==> config.mk <==
export PLATFORM = sky130hd
export DESIGN_NAME = bvc_ctrl
export DESIGN_NICKNAME = d
export VERILOG_FILES = /design/src/rtl/bvc_pkg.sv /design/src/rtl/bvc_match.sv /design/src/rtl/bvc_nru.sv /design/src/rtl/bvc_place.sv /design/src/rtl/bvc_ctrl.sv
export SDC_FILE = /design/constraint.sdc
export NUM_CORES = 1
export LEC_CHECK = 0
export BUFFER_PORTS_ARGS = -buffer_cell sky130_fd_sc_hd__buf_4
export CORE_ASPECT_RATIO = 0.75
export CORE_MARGIN = 5
export CORE_UTILIZATION = 48
export DETAILED_ROUTE_END_ITERATION = 7
export GPL_ROUTABILITY_DRIVEN = 1
export PLACE_DENSITY = 0.63
export SYNTH_ARGS = -nofsm -noshare
export SYNTH_HDL_FRONTEND = slang
export SYNTH_SLANG_ARGS = --single-unit
export TNS_END_PERCENT = 100
==> constraint.sdc <==
create_clock -name clk -period 15.11 [get_ports clk]
set_input_delay 2.2665 -clock clk [delete_from_list [all_inputs] [get_ports clk]]
set_output_delay 2.2665 -clock clk [all_outputs]
set_load 0.1 [all_outputs]
==> src/rtl/bvc_pkg.sv <==
package bvc_pkg;

    localparam int SLOT_BYTES = 64;
    localparam int SIZE_W     = $clog2(SLOT_BYTES + 1);
    localparam int TAG_W      = 16;

    typedef logic [SIZE_W-1:0] size_t;
    typedef logic [TAG_W-1:0]  tag_t;

    typedef struct packed {
        logic  vld;
        logic  dirty;
        tag_t  tag;
        size_t size;
    } prim_ent_t;

    typedef struct packed {
        logic  vld;
        tag_t  tag;
        size_t size;
    } sec_ent_t;

    localparam logic [SIZE_W:0] SLOT_WIDE = SLOT_BYTES;

    function automatic logic pair_fits(size_t a, size_t b);
        return ({1'b0, a} + {1'b0, b}) <= SLOT_WIDE;
    endfunction

    function automatic size_t free_bytes(size_t used);
        return size_t'(SLOT_BYTES) - used;
    endfunction

endpackage

==> src/rtl/bvc_match.sv <==
module bvc_match
    import bvc_pkg::*;
#(
    parameter int WAYS = 4,
    localparam int WW = $clog2(WAYS)
) (
    input  logic                       clk,
    input  logic                       rst,
    input  logic [WAYS-1:0]            p_vld,
    input  logic [WAYS-1:0][TAG_W-1:0] p_tag,
    input  logic [WAYS-1:0]            s_vld,
    input  logic [WAYS-1:0][TAG_W-1:0] s_tag,
    input  tag_t                       key,
    output logic [WAYS-1:0]            hit_p,
    output logic [WAYS-1:0]            hit_s,
    output logic [WW-1:0]              way_p,
    output logic [WW-1:0]              way_s
);

    for (genvar w = 0; w < WAYS; w++) begin : g_cmp
        assign hit_p[w] = p_vld[w] && (p_tag[w] == key);
        assign hit_s[w] = s_vld[w] && (s_tag[w] == key);
    end

    always_comb begin
        way_p = '0;
        way_s = '0;
        for (int w = WAYS - 1; w >= 0; w--) begin
            if (hit_p[w]) way_p = WW'(w);
            if (hit_s[w]) way_s = WW'(w);
        end
    end

    // a tag lives in one place only
    p_unique_tag_r12: assert property (@(posedge clk) disable iff (rst)
        $onehot0({hit_p, hit_s}));

endmodule

==> src/rtl/bvc_nru.sv <==
module bvc_nru #(
    parameter int WAYS = 4,
    localparam int WW = $clog2(WAYS)
) (
    input  logic          clk,
    input  logic          rst,
    input  logic          touch,
    input  logic [WW-1:0] touch_way,
    output logic [WW-1:0] pick_way
);

    logic [WAYS-1:0] age_q, age_d, sel;

    assign sel = {{(WAYS-1){1'b0}}, 1'b1} << touch_way;

    always_comb begin
        age_d = age_q & ~sel;
        if (age_d == '0) age_d = ~sel;
    end

    always_comb begin
        pick_way = '0;
        for (int w = WAYS - 1; w >= 0; w--)
            if (age_q[w]) pick_way = WW'(w);
    end

    always_ff @(posedge clk) begin
        if (rst)        age_q <= '1;
        else if (touch) age_q <= age_d;
    end

    p_nru_live_r3: assert property (@(posedge clk) disable iff (rst)
        age_q != '0);

    p_nru_touch_r3: assert property (@(posedge clk) disable iff (rst)
        touch |=> !age_q[$past(touch_way)]);

endmodule

==> src/rtl/bvc_place.sv <==
module bvc_place
    import bvc_pkg::*;
#(
    parameter int WAYS = 4,
    parameter int AW = 4,
    localparam int WW = $clog2(WAYS)
) (
    input  logic [WAYS-1:0][SIZE_W-1:0] used,
    input  logic [WAYS-1:0]             occ,
    input  logic [WAYS-1:0][AW-1:0]     ins_age,
    input  size_t                       vsize,
    output logic                        place_ok,
    output logic [WW-1:0]               place_way
);

    logic          fit_w, got_e, got_o;
    logic [WW-1:0] e_way, o_way;
    logic [AW-1:0] best;

    always_comb begin
        got_e = 1'b0;
        got_o = 1'b0;
        e_way = '0;
        o_way = '0;
        best  = '0;
        fit_w = 1'b0;
        for (int w = 0; w < WAYS; w++) begin
            fit_w = free_bytes(used[w]) >= vsize;
            if (fit_w && !occ[w] && !got_e) begin
                got_e = 1'b1;
                e_way = WW'(w);
            end
            if (fit_w && occ[w] && (!got_o || ins_age[w] > best)) begin
                got_o = 1'b1;
                o_way = WW'(w);
                best  = ins_age[w];
            end
        end
        place_ok  = got_e | got_o;
        place_way = got_e ? e_way : o_way;
    end

endmodule

==> src/rtl/bvc_ctrl.sv <==
module bvc_ctrl
    import bvc_pkg::*;
#(
    parameter int WAYS = 4,
    localparam int WW = $clog2(WAYS),
    localparam int AW = WW + 2
) (
    input  logic          clk,
    input  logic          rst,
    input  logic          req_valid,
    input  logic [15:0]   req_tag,
    input  logic [6:0]    req_size,
    input  logic          req_write,
    output logic          rsp_valid,
    output logic          rsp_hit0,
    output logic          rsp_hit1,
    output logic [WW-1:0] rsp_way,
    output logic          wb_valid,
    output logic [15:0]   wb_tag,
    output logic          pdrop_valid,
    output logic [15:0]   pdrop_tag,
    output logic          rdrop_valid,
    output logic [15:0]   rdrop_tag,
    output logic          lost_valid,
    output logic [15:0]   lost_tag
);

    prim_ent_t prim_q [WAYS];
    prim_ent_t prim_n [WAYS];
    sec_ent_t  sec_q  [WAYS];
    sec_ent_t  sec_n  [WAYS];
    sec_ent_t  sec_f  [WAYS];
    logic [WAYS-1:0][AW-1:0] age_q, age_n;

    logic [WAYS-1:0]             p_vld, s_vld, hit_p, hit_s, occ_n;
    logic [WAYS-1:0][TAG_W-1:0]  p_tag, s_tag;
    logic [WAYS-1:0][SIZE_W-1:0] used_n;
    logic [WW-1:0]               way_p, way_s, nru_way, place_way;
    logic                        any_p, any_s, place_ok;
    prim_ent_t                   vic;

    logic n_wb, n_pd, n_rd, n_lost;
    tag_t n_wb_tag, n_pd_tag, n_rd_tag, n_lost_tag;

    always_comb begin
        for (int w = 0; w < WAYS; w++) begin
            p_vld[w]  = prim_q[w].vld;
            p_tag[w]  = prim_q[w].tag;
            s_vld[w]  = sec_q[w].vld;
            s_tag[w]  = sec_q[w].tag;
            occ_n[w]  = sec_n[w].vld;
            used_n[w] = prim_n[w].vld ? prim_n[w].size : '0;
        end
    end

    bvc_match #(.WAYS(WAYS)) u_match (
        .clk(clk), .rst(rst), .p_vld(p_vld), .p_tag(p_tag),
        .s_vld(s_vld), .s_tag(s_tag), .key(req_tag),
        .hit_p(hit_p), .hit_s(hit_s), .way_p(way_p), .way_s(way_s)
    );

    assign any_p = |hit_p;
    assign any_s = |hit_s;

    bvc_nru #(.WAYS(WAYS)) u_nru (
        .clk(clk), .rst(rst), .touch(req_valid),
        .touch_way(any_p ? way_p : nru_way), .pick_way(nru_way)
    );

    // stage 1: primary update, partner check, freeing a secondary hit
    always_comb begin
        prim_n   = prim_q;
        sec_n    = sec_q;
        vic      = '0;
        n_wb     = 1'b0;
        n_wb_tag = '0;
        n_pd     = 1'b0;
        n_pd_tag = '0;
        if (req_valid) begin
            if (any_p) begin
                prim_n[way_p].size  = req_size;
                prim_n[way_p].dirty = prim_q[way_p].dirty | req_write;
                if (sec_q[way_p].vld && !pair_fits(req_size, sec_q[way_p].size)) begin
                    n_pd     = 1'b1;
                    n_pd_tag = sec_q[way_p].tag;
                    sec_n[way_p].vld = 1'b0;
                end
            end else begin
                if (any_s) sec_n[way_s].vld = 1'b0;
                vic = prim_q[nru_way];
                if (vic.vld && vic.dirty) begin
                    n_wb     = 1'b1;
                    n_wb_tag = vic.tag;
                end
                if (sec_n[nru_way].vld && !pair_fits(req_size, sec_n[nru_way].size)) begin
                    n_pd     = 1'b1;
                    n_pd_tag = sec_n[nru_way].tag;
                    sec_n[nru_way].vld = 1'b0;
                end
                prim_n[nru_way] = '{vld: 1'b1, dirty: req_write, tag: req_tag, size: req_size};
            end
        end
    end

    bvc_place #(.WAYS(WAYS), .AW(AW)) u_place (
        .used(used_n), .occ(occ_n), .ins_age(age_q), .vsize(vic.size),
        .place_ok(place_ok), .place_way(place_way)
    );

    // stage 2: park the displaced primary line
    always_comb begin
        sec_f      = sec_n;
        age_n      = age_q;
        n_rd       = 1'b0;
        n_rd_tag   = '0;
        n_lost     = 1'b0;
        n_lost_tag = '0;
        if (vic.vld) begin
            if (place_ok) begin
                if (sec_n[place_way].vld) begin
                    n_rd     = 1'b1;
                    n_rd_tag = sec_n[place_way].tag;
                end
                sec_f[place_way] = '{vld: 1'b1, tag: vic.tag, size: vic.size};
                for (int w = 0; w < WAYS; w++)
                    if (sec_f[w].vld && age_q[w] != '1) age_n[w] = age_q[w] + 1'b1;
                age_n[place_way] = '0;
            end else begin
                n_lost     = 1'b1;
                n_lost_tag = vic.tag;
            end
        end
    end

    always_ff @(posedge clk) begin
        if (rst) begin
            for (int w = 0; w < WAYS; w++) begin
                prim_q[w] <= '0;
                sec_q[w]  <= '0;
            end
            age_q       <= '0;
            rsp_valid   <= 1'b0;
            rsp_hit0    <= 1'b0;
            rsp_hit1    <= 1'b0;
            rsp_way     <= '0;
            wb_valid    <= 1'b0;
            wb_tag      <= '0;
            pdrop_valid <= 1'b0;
            pdrop_tag   <= '0;
            rdrop_valid <= 1'b0;
            rdrop_tag   <= '0;
            lost_valid  <= 1'b0;
            lost_tag    <= '0;
        end else begin
            prim_q      <= prim_n;
            sec_q       <= sec_f;
            age_q       <= age_n;
            rsp_valid   <= req_valid;
            rsp_hit0    <= req_valid & any_p;
            rsp_hit1    <= req_valid & ~any_p & any_s;
            rsp_way     <= any_p ? way_p : nru_way;
            wb_valid    <= n_wb;
            wb_tag      <= n_wb_tag;
            pdrop_valid <= n_pd;
            pdrop_tag   <= n_pd_tag;
            rdrop_valid <= n_rd;
            rdrop_tag   <= n_rd_tag;
            lost_valid  <= n_lost;
            lost_tag    <= n_lost_tag;
        end
    end

    for (genvar w = 0; w < WAYS; w++) begin : g_chk
        p_slot_fit_r12: assert property (@(posedge clk) disable iff (rst)
            (prim_q[w].vld && sec_q[w].vld) |->
                (({1'b0, prim_q[w].size} + {1'b0, sec_q[w].size}) <= SLOT_WIDE));
    end

    p_resp_r11: assert property (@(posedge clk) disable iff (rst)
        req_valid |=> rsp_valid);

    p_idle_r11: assert property (@(posedge clk) disable iff (rst)
        !req_valid |=> !rsp_valid);

    p_hit_quiet_r2: assert property (@(posedge clk) disable iff (rst)
        rsp_hit0 |-> !(wb_valid || rdrop_valid || lost_valid || rsp_hit1));

    p_lost_excl_r8: assert property (@(posedge clk) disable iff (rst)
        lost_valid |-> !rdrop_valid);

endmodule

Word-level counts from Yosys, hierarchy flattened --
Index checks and enable logic that the tools add are counted.
Storage, ports and cells: register bits after elaboration 289, bits of input ports 27, output and inout bits 73, word-level logic and storage cells 274
Cells by class: $add $sub $neg 10, $lt $le $gt $ge 19, eq/ne operators 12, shift-type cells 1, muxes and demuxes 108, bitwise gates (word level) 19, reductions and logical operators 60
Operator list (number):
- $mux W96 | 9
- $bwmux W96 | 4
- $mux W24 | 13
- $bwmux W100 | 3
- $mux W100 | 2
- $demux W24 S2 | 4
- $demux W25 S2 | 3
- $bmux W24 S2 | 3
- $eq A16 B16 Y1 | 8
- $mux W25 | 5
- $bmux W25 S2 | 2
- $mux W4 | 17
- $mux W16 | 3
- $mux W2 | 18
- $mux W7 | 5
- $logic_and A1 B1 Y1 | 34
- $ge A7 B7 Y1 | 4
- $sub A7 B7 Y7 const A | 4
- $add A4 B1 Y4 const B | 4
- $add A7 B7 Y8 | 2
- $and A16 B16 Y16 | 1
- $le A8 B7 Y1 const B | 2
- $mux W1 | 16
- $ne A4 B4 Y1 const B | 4
- other kinds (23) | 59

Longest topological paths before layout --
depth after elaboration 51, depth in mapped cells 58, mapped depth without buffers 54

Cells and area by module --
A second synthesis with hierarchy kept.
Second synthesis, totals: cells, all modules 1871, area, all modules 16694.8 µm²
By module, submodules not included:
- bvc_ctrl | instances 1, cells an instance 1435, area each 13271.5 µm², sequential area each 5705.5 µm²
- bvc_match | instances 1, cells an instance 206, area each 1676.6 µm², sequential area each 0.0 µm²
- bvc_place | instances 1, cells an instance 194, area each 1475.2 µm², sequential area each 0.0 µm²
- bvc_nru | instances 1, cells an instance 36, area each 271.5 µm², sequential area each 80.1 µm²

Least setup slack after synthesis --
Ideal clock, no wire load.
path kind input port to flip-flop, from in req_tag[2], to reg rdrop_tag[10], library setup time 0.059 ns, arrival time 12.977 ns, required time 15.051 ns, path slack 2.075 ns, stages 54, path buffers 4, path through buf_2 xnor2_1 or4b_1 nor3_2 nand4b_2 a21boi_0 buf_1 clkbuf_1 mux2i_1 nand2_1 o221a_2 ha_1 inv_1 fa_1 and2b_1 o221ai_1 and3_1 o31a_1 [18 not listed] a21oi_1 a41o_1 a211oi_4 mux2_2 ha_1 nor2b_1 o21ai_0 nand2b_1 a21oi_1 a41o_1 nand2_1 o311ai_1 o211ai_4 a31oi_4 mux4_2 nor3_4 buf_6 and2_1
Between the ends: longest elaborated chain between the ends 43, elaborated cells between the ends (all ways) 140, those cells by class 6 x add/sub; 13 x order compare; 8 x eq/ne; 62 x mux; 7 x bitwise; 44 x reduce/logical
RTL lines:
- from (decl) | RTL line bvc_ctrl.sv:11 | input logic [15:0] req_tag,
- $eq A16 B16 Y1 | RTL line bvc_match.sv:22 | assign hit_s[w] = s_vld[w] && (s_tag[w] == key);
- $logic_and A1 B1 Y1 | RTL line bvc_match.sv:22
- $mux W2 (4 in series) | RTL line bvc_match.sv:30 | if (hit_s[w]) way_s = WW'(w);
- $not A2 Y3 (implied by the code) | RTL line bvc_ctrl.sv:89 | if (any_s) sec_n[way_s].vld = 1'b0;
- $demux W24 S2 (tied with other cells) | RTL line bvc_ctrl.sv:89
- $bwmux W96 / $logic_and A1 B1 Y1 (equally long branches) | RTL line bvc_ctrl.sv:89
- $mux W96 / $mux W24 (equally long branches) | RTL line bvc_ctrl.sv:89
- $mux W96 / $demux W24 S2 (equally long branches) | RTL line bvc_ctrl.sv:80, bvc_ctrl.sv:89
- [23 not listed]
- $logic_and A1 B1 Y1 | RTL line bvc_place.sv:33 | if (fit_w && occ[w] && (!got_o || ins_age[w] > best)) begin
- $mux W2 | RTL line bvc_place.sv:33
- $mux W2 | RTL line bvc_place.sv:40 | place_way = got_e ? e_way : o_way;
- $not A2 Y3 (implied by the code) | RTL line bvc_ctrl.sv:120, bvc_ctrl.sv:122
- $bmux W24 S2 | RTL line bvc_ctrl.sv:120, bvc_ctrl.sv:122
- $mux W24 (implied by the code) (2 in series) | RTL line bvc_ctrl.sv:122 | n_rd_tag = sec_n[place_way].tag;
- $not A1 Y1 (no line)
- $reduce_or A4 Y1 (no line)
- to (signal assigned) | RTL line bvc_ctrl.sv:167 | rdrop_tag <= n_rd_tag;
- to (decl) | RTL line bvc_ctrl.sv:23 | output logic [15:0] rdrop_tag,
Several ways; a longest one is shown, not always the timed one. The select of a mux whose other input is x is not followed. A chain may end at the register's enable or synchronous reset.

Worst setup path in the final report --
from in req_tag[15], to reg sec_q[72] in the netlist's numbering
Between the ends: longest elaborated chain between the ends 45, elaborated cells between the ends (all ways) 141, those cells by class 6 x add/sub; 15 x order compare; 8 x eq/ne; 64 x mux; 4 x bitwise; 44 x reduce/logical
RTL lines:
- $eq A16 B16 Y1 | RTL line bvc_match.sv:22
- $logic_and A1 B1 Y1 | RTL line bvc_match.sv:22
- $mux W2 (4 in series) | RTL line bvc_match.sv:30
- $not A2 Y3 (implied by the code) | RTL line bvc_ctrl.sv:89
- $demux W24 S2 (tied with other cells) | RTL line bvc_ctrl.sv:89
- $bwmux W96 / $logic_and A1 B1 Y1 (equally long branches) | RTL line bvc_ctrl.sv:89
- $mux W96 / $mux W24 (equally long branches) | RTL line bvc_ctrl.sv:89
- $mux W96 / $demux W24 S2 (equally long branches) | RTL line bvc_ctrl.sv:80, bvc_ctrl.sv:89
- [26 not listed]
- $not A2 Y3 (implied by the code) | RTL line bvc_ctrl.sv:124 | sec_f[place_way] = '{vld: 1'b1, tag: vic.tag, size: vic.size};
- $ge A3 B3 Y1 (implied by the code) / $lt A3 B1 Y1 (equally long branches) | RTL line bvc_ctrl.sv:124
- $logic_and A1 B1 Y1 (implied by the code) | RTL line bvc_ctrl.sv:124
- $mux W24 (implied by the code) | RTL line bvc_ctrl.sv:124
- $demux W24 S2 | RTL line bvc_ctrl.sv:124
- $bwmux W96 | RTL line bvc_ctrl.sv:124
- $mux W96 | RTL line bvc_ctrl.sv:119 | if (place_ok) begin
- $mux W96 * | RTL line bvc_ctrl.sv:118 | if (vic.vld) begin
- to (signal, indexed assignment) | RTL line bvc_ctrl.sv:139 | sec_q[w] <= '0;
- to (signal assigned) | RTL line bvc_ctrl.sv:156 | sec_q <= sec_f;
- to (decl) | RTL line bvc_ctrl.sv:30 | sec_ent_t sec_q [WAYS];
Mark *: on every way between the ends. The rest lies on a longest branch, timed or not. The select of a mux whose other input is x is not followed.

==> results.cfg <==
[setup_path]
cp_max_fo = 25
cp-end-kind = register
r2r-end = sec_q[72]
critPathMostFrequentCell = nand2_1
path_class = in2reg
worstPathRequired_ps = 15530
start_kind = input port
cp_data_arrival_time_ps = 14460
critical-path-max-stage-delay_ps = 620
r2r_slack_ps = 2630
crit_slowest_cell = a31oi_4
r2r_start = p_tag[59]
r2r_cells = 52

[layout]
layout-drive-gt1-share_pct = 12.8
fin_nets = 2031
fin_util_pct = 55.0
diodes = 0
fin_area_um2 = 18600
areaGrowthSynthToFinish_pct = 12.2

[route]
wl_met3_um = 5300
drt_iter0_markers = 1921
dr.pass1.iters = 7
viasPerCell = 6.23
drtAntennaViolNets = 0
wirelength_um = 54800
vias = 15000
drc = 0
met1Wirelength_um = 25500
routed.top_layer = met4
wire_per_inst_um = 22.7
wl_met2_um = 22800

[power_and_ir_drop]
leakagePower_nw = 7.06
power.total_w = 0.00202
p_per_area_nw_per_um2 = 109
ir_drop_mv = 0.0761

[job]
maxCapViolations = 0

[yosys]
synth_edf_count = 0
synthCells = 1895
yosysSeqAreaShare_pct = 35.0
ys_types = 98
synth-seq-cells = 289
postSynthAreaPerCell_um2 = 8.73
synth_area_um2 = 16500
async_flop_share_pct = 0
synthFlopType = dfxtp_1
syn-num-nets = 1986
yosys_warnings = 0

[timing]
holdWs_ps = 484
tns_ps = 0
worst_pin_slew_ps = 1200
fin_crit_ps = 14040
slew_violations = 0
fin_skew_ps = 12.9
hold_viol = 0
fmax_mhz = 71.2
setup_viol = 0
slew_headroom_pct = 19.6
period_share_pct = 92.9
rsz0062_at_grt = false

[placement]
io_buffers = 99
gp_congestion = 0.915
place_area_um2 = 17600
dp_hpwl_um = 38700

[clocking]
cts_max_path_buffers = 3
cts_inserted_buffers = 30
tritoncts = done
cts_setup_buffers = 0
cts.sinks = 289
clkTransAtPathRegs_ps = 70
cts_hold_buf = 0
htree_num_levels = 1
clkLatencyLatePin_ps = 580
root_buffer = clkbuf_16
cts_resized = 0

[global_routing]
grt_remaining_overflow = 0
antenna_found_initial = 0
grt_pass1_vias = 14100
grt_max_degree = 90
grt.total_usage_pct = 27.6
grt_pass1_wl_um = 84400

[min_path]
hold_end = p_tag[20]
whs_path_depth = 2
hp-start = p_tag[20]
hold_class = reg2reg

[die]
fp.coreArea_um2 = 33700
start_util_pct = 49.0
die_area_um2 = 38300
die_w_um = 224
boundaryPins = 100
row_count = 58
die_height_um = 171

[outcome]
status = completed
## placed cells by master (no fill, tap or decap), types with 7 or more instances in the layout
cell type and count:
clkbuf_16 31, nand4_1 29, and2_1 41, or2_2 13, xor2_1 25, o22ai_1 17, nor2_1 234, dfxtp_1 289
buf_4 127, o221a_2 7, a222oi_1 18, nand2b_1 11, clkinv_2 7, mux2i_1 158, a21o_1 11, and3_1 7
o22a_1 32, o21ai_0 34, mux2_2 8, nor4_1 21, mux4_2 17, clkbuf_1 7, xnor2_1 117, nor3_1 26
nand3_1 61, a31oi_1 13, a21oi_1 147, nand2_1 164, ha_1 62, nor2b_1 10, o221ai_1 33, a211oi_1 12
inv_1 40
## metal layers
metal	vias to the layer above	GRT usage (%)
li1	6925	-
met1	7322	42.4
met2	718	39.7
met3	78	5.68
met4	0	5.85
met5	-	0
## power by group
group	total (W)	switching, W	internal (W)
Clock	0.000774	0.000324	0.000450
Sequential	0.000798	0.0000186	0.000779
Combinational	0.000452	0.000290	0.000162
## stage by stage
stage	std cells	setup WS (ps)
6_report	2413	1070
5_1_grt	2413	224
4_1_cts	2413	1020
3_5_place_dp	2358	514
3_3_place_gp	2358	747
2_1_floorplan	1895	2070
## cells in the mapped netlist (7+ instances only)
cell,instances,area (um^2)
o22a_1,32,280
and2_1,41,257
nand2_1,165,619
or2_2,13,81.3
a211oi_1,12,90.1
nand2b_1,11,68.8
buf_1,7,26.3
o221ai_1,33,289
nor2b_1,10,62.6
inv_1,40,150
buf_4,9,67.6
buf_2,17,85.1
a31oi_1,13,81.3
o22ai_1,17,106
mux2_2,8,90.1
xor2_1,25,219
nor2_1,236,886
a21oi_1,147,736
a222oi_1,18,180
ha_1,62,776
clkbuf_1,75,282
a21o_1,11,82.6
nand4_1,29,181
and3_1,8,50.1
o21ai_0,35,175
nor4_1,21,131
nand3_1,61,305
xnor2_1,117,1020
dfxtp_1,289,5790
mux2i_1,158,1580
nor3_1,27,135
o221a_2,7,78.8
mux4_2,17,383
## worst max path at each step
stage,from,slack (ps),end,cells past startpoint
finish,req_tag[15],1070,sec_q[72],53
CTS,req_tag[7],1020,sec_q[72],53
floorplan,req_tag[2],2070,rdrop_tag[10],54
global placement,req_tag[11],750,sec_q[24],52
detailed placement,req_tag[7],510,sec_q[24],52
global route,req_tag[11],220,sec_q[72],53
## logic make-up after synthesis
kind of cell,share of synthesized area (%)
AOI/OAI and AO/OA,16.7
DFF,35.0
muxes,12.4
adders and majority gates,4.93
xor gates and xnor gates,7.52
buffers and inverters,4.23
and+or+nand+nor,19.2
## critical path: cells and delay by family
family	cells	cell delay, ps
AOI/OAI and AO/OA	20	4540
and+or+nand+nor	20	3780
adders and majority gates	5	1490
muxes	4	1350
buffers and inverters	2	600
xor gates and xnor gates	2	400
## registers in the layout (all words and copies together) (netlist names), 4 cells and up
name and count:
wb_tag 16, age_q 16, p_vld 4, pdrop_tag 16
prim_q 32, s_tag 64, rdrop_tag 16, sec_q 28
u_nru.age_q 4, p_tag 64, lost_tag 16, s_vld 4
## area by class of cell
class                      count  area [um^2]
multi-input combinational   1449        10100
tap                          450          563
inverter                      42          158
clock inverter                12          141
clock buffer                  43          871
timing repair buffer         128          965
fill                        3146        15200
sequential                   289         5790
(Power assumes the default switching activity.)
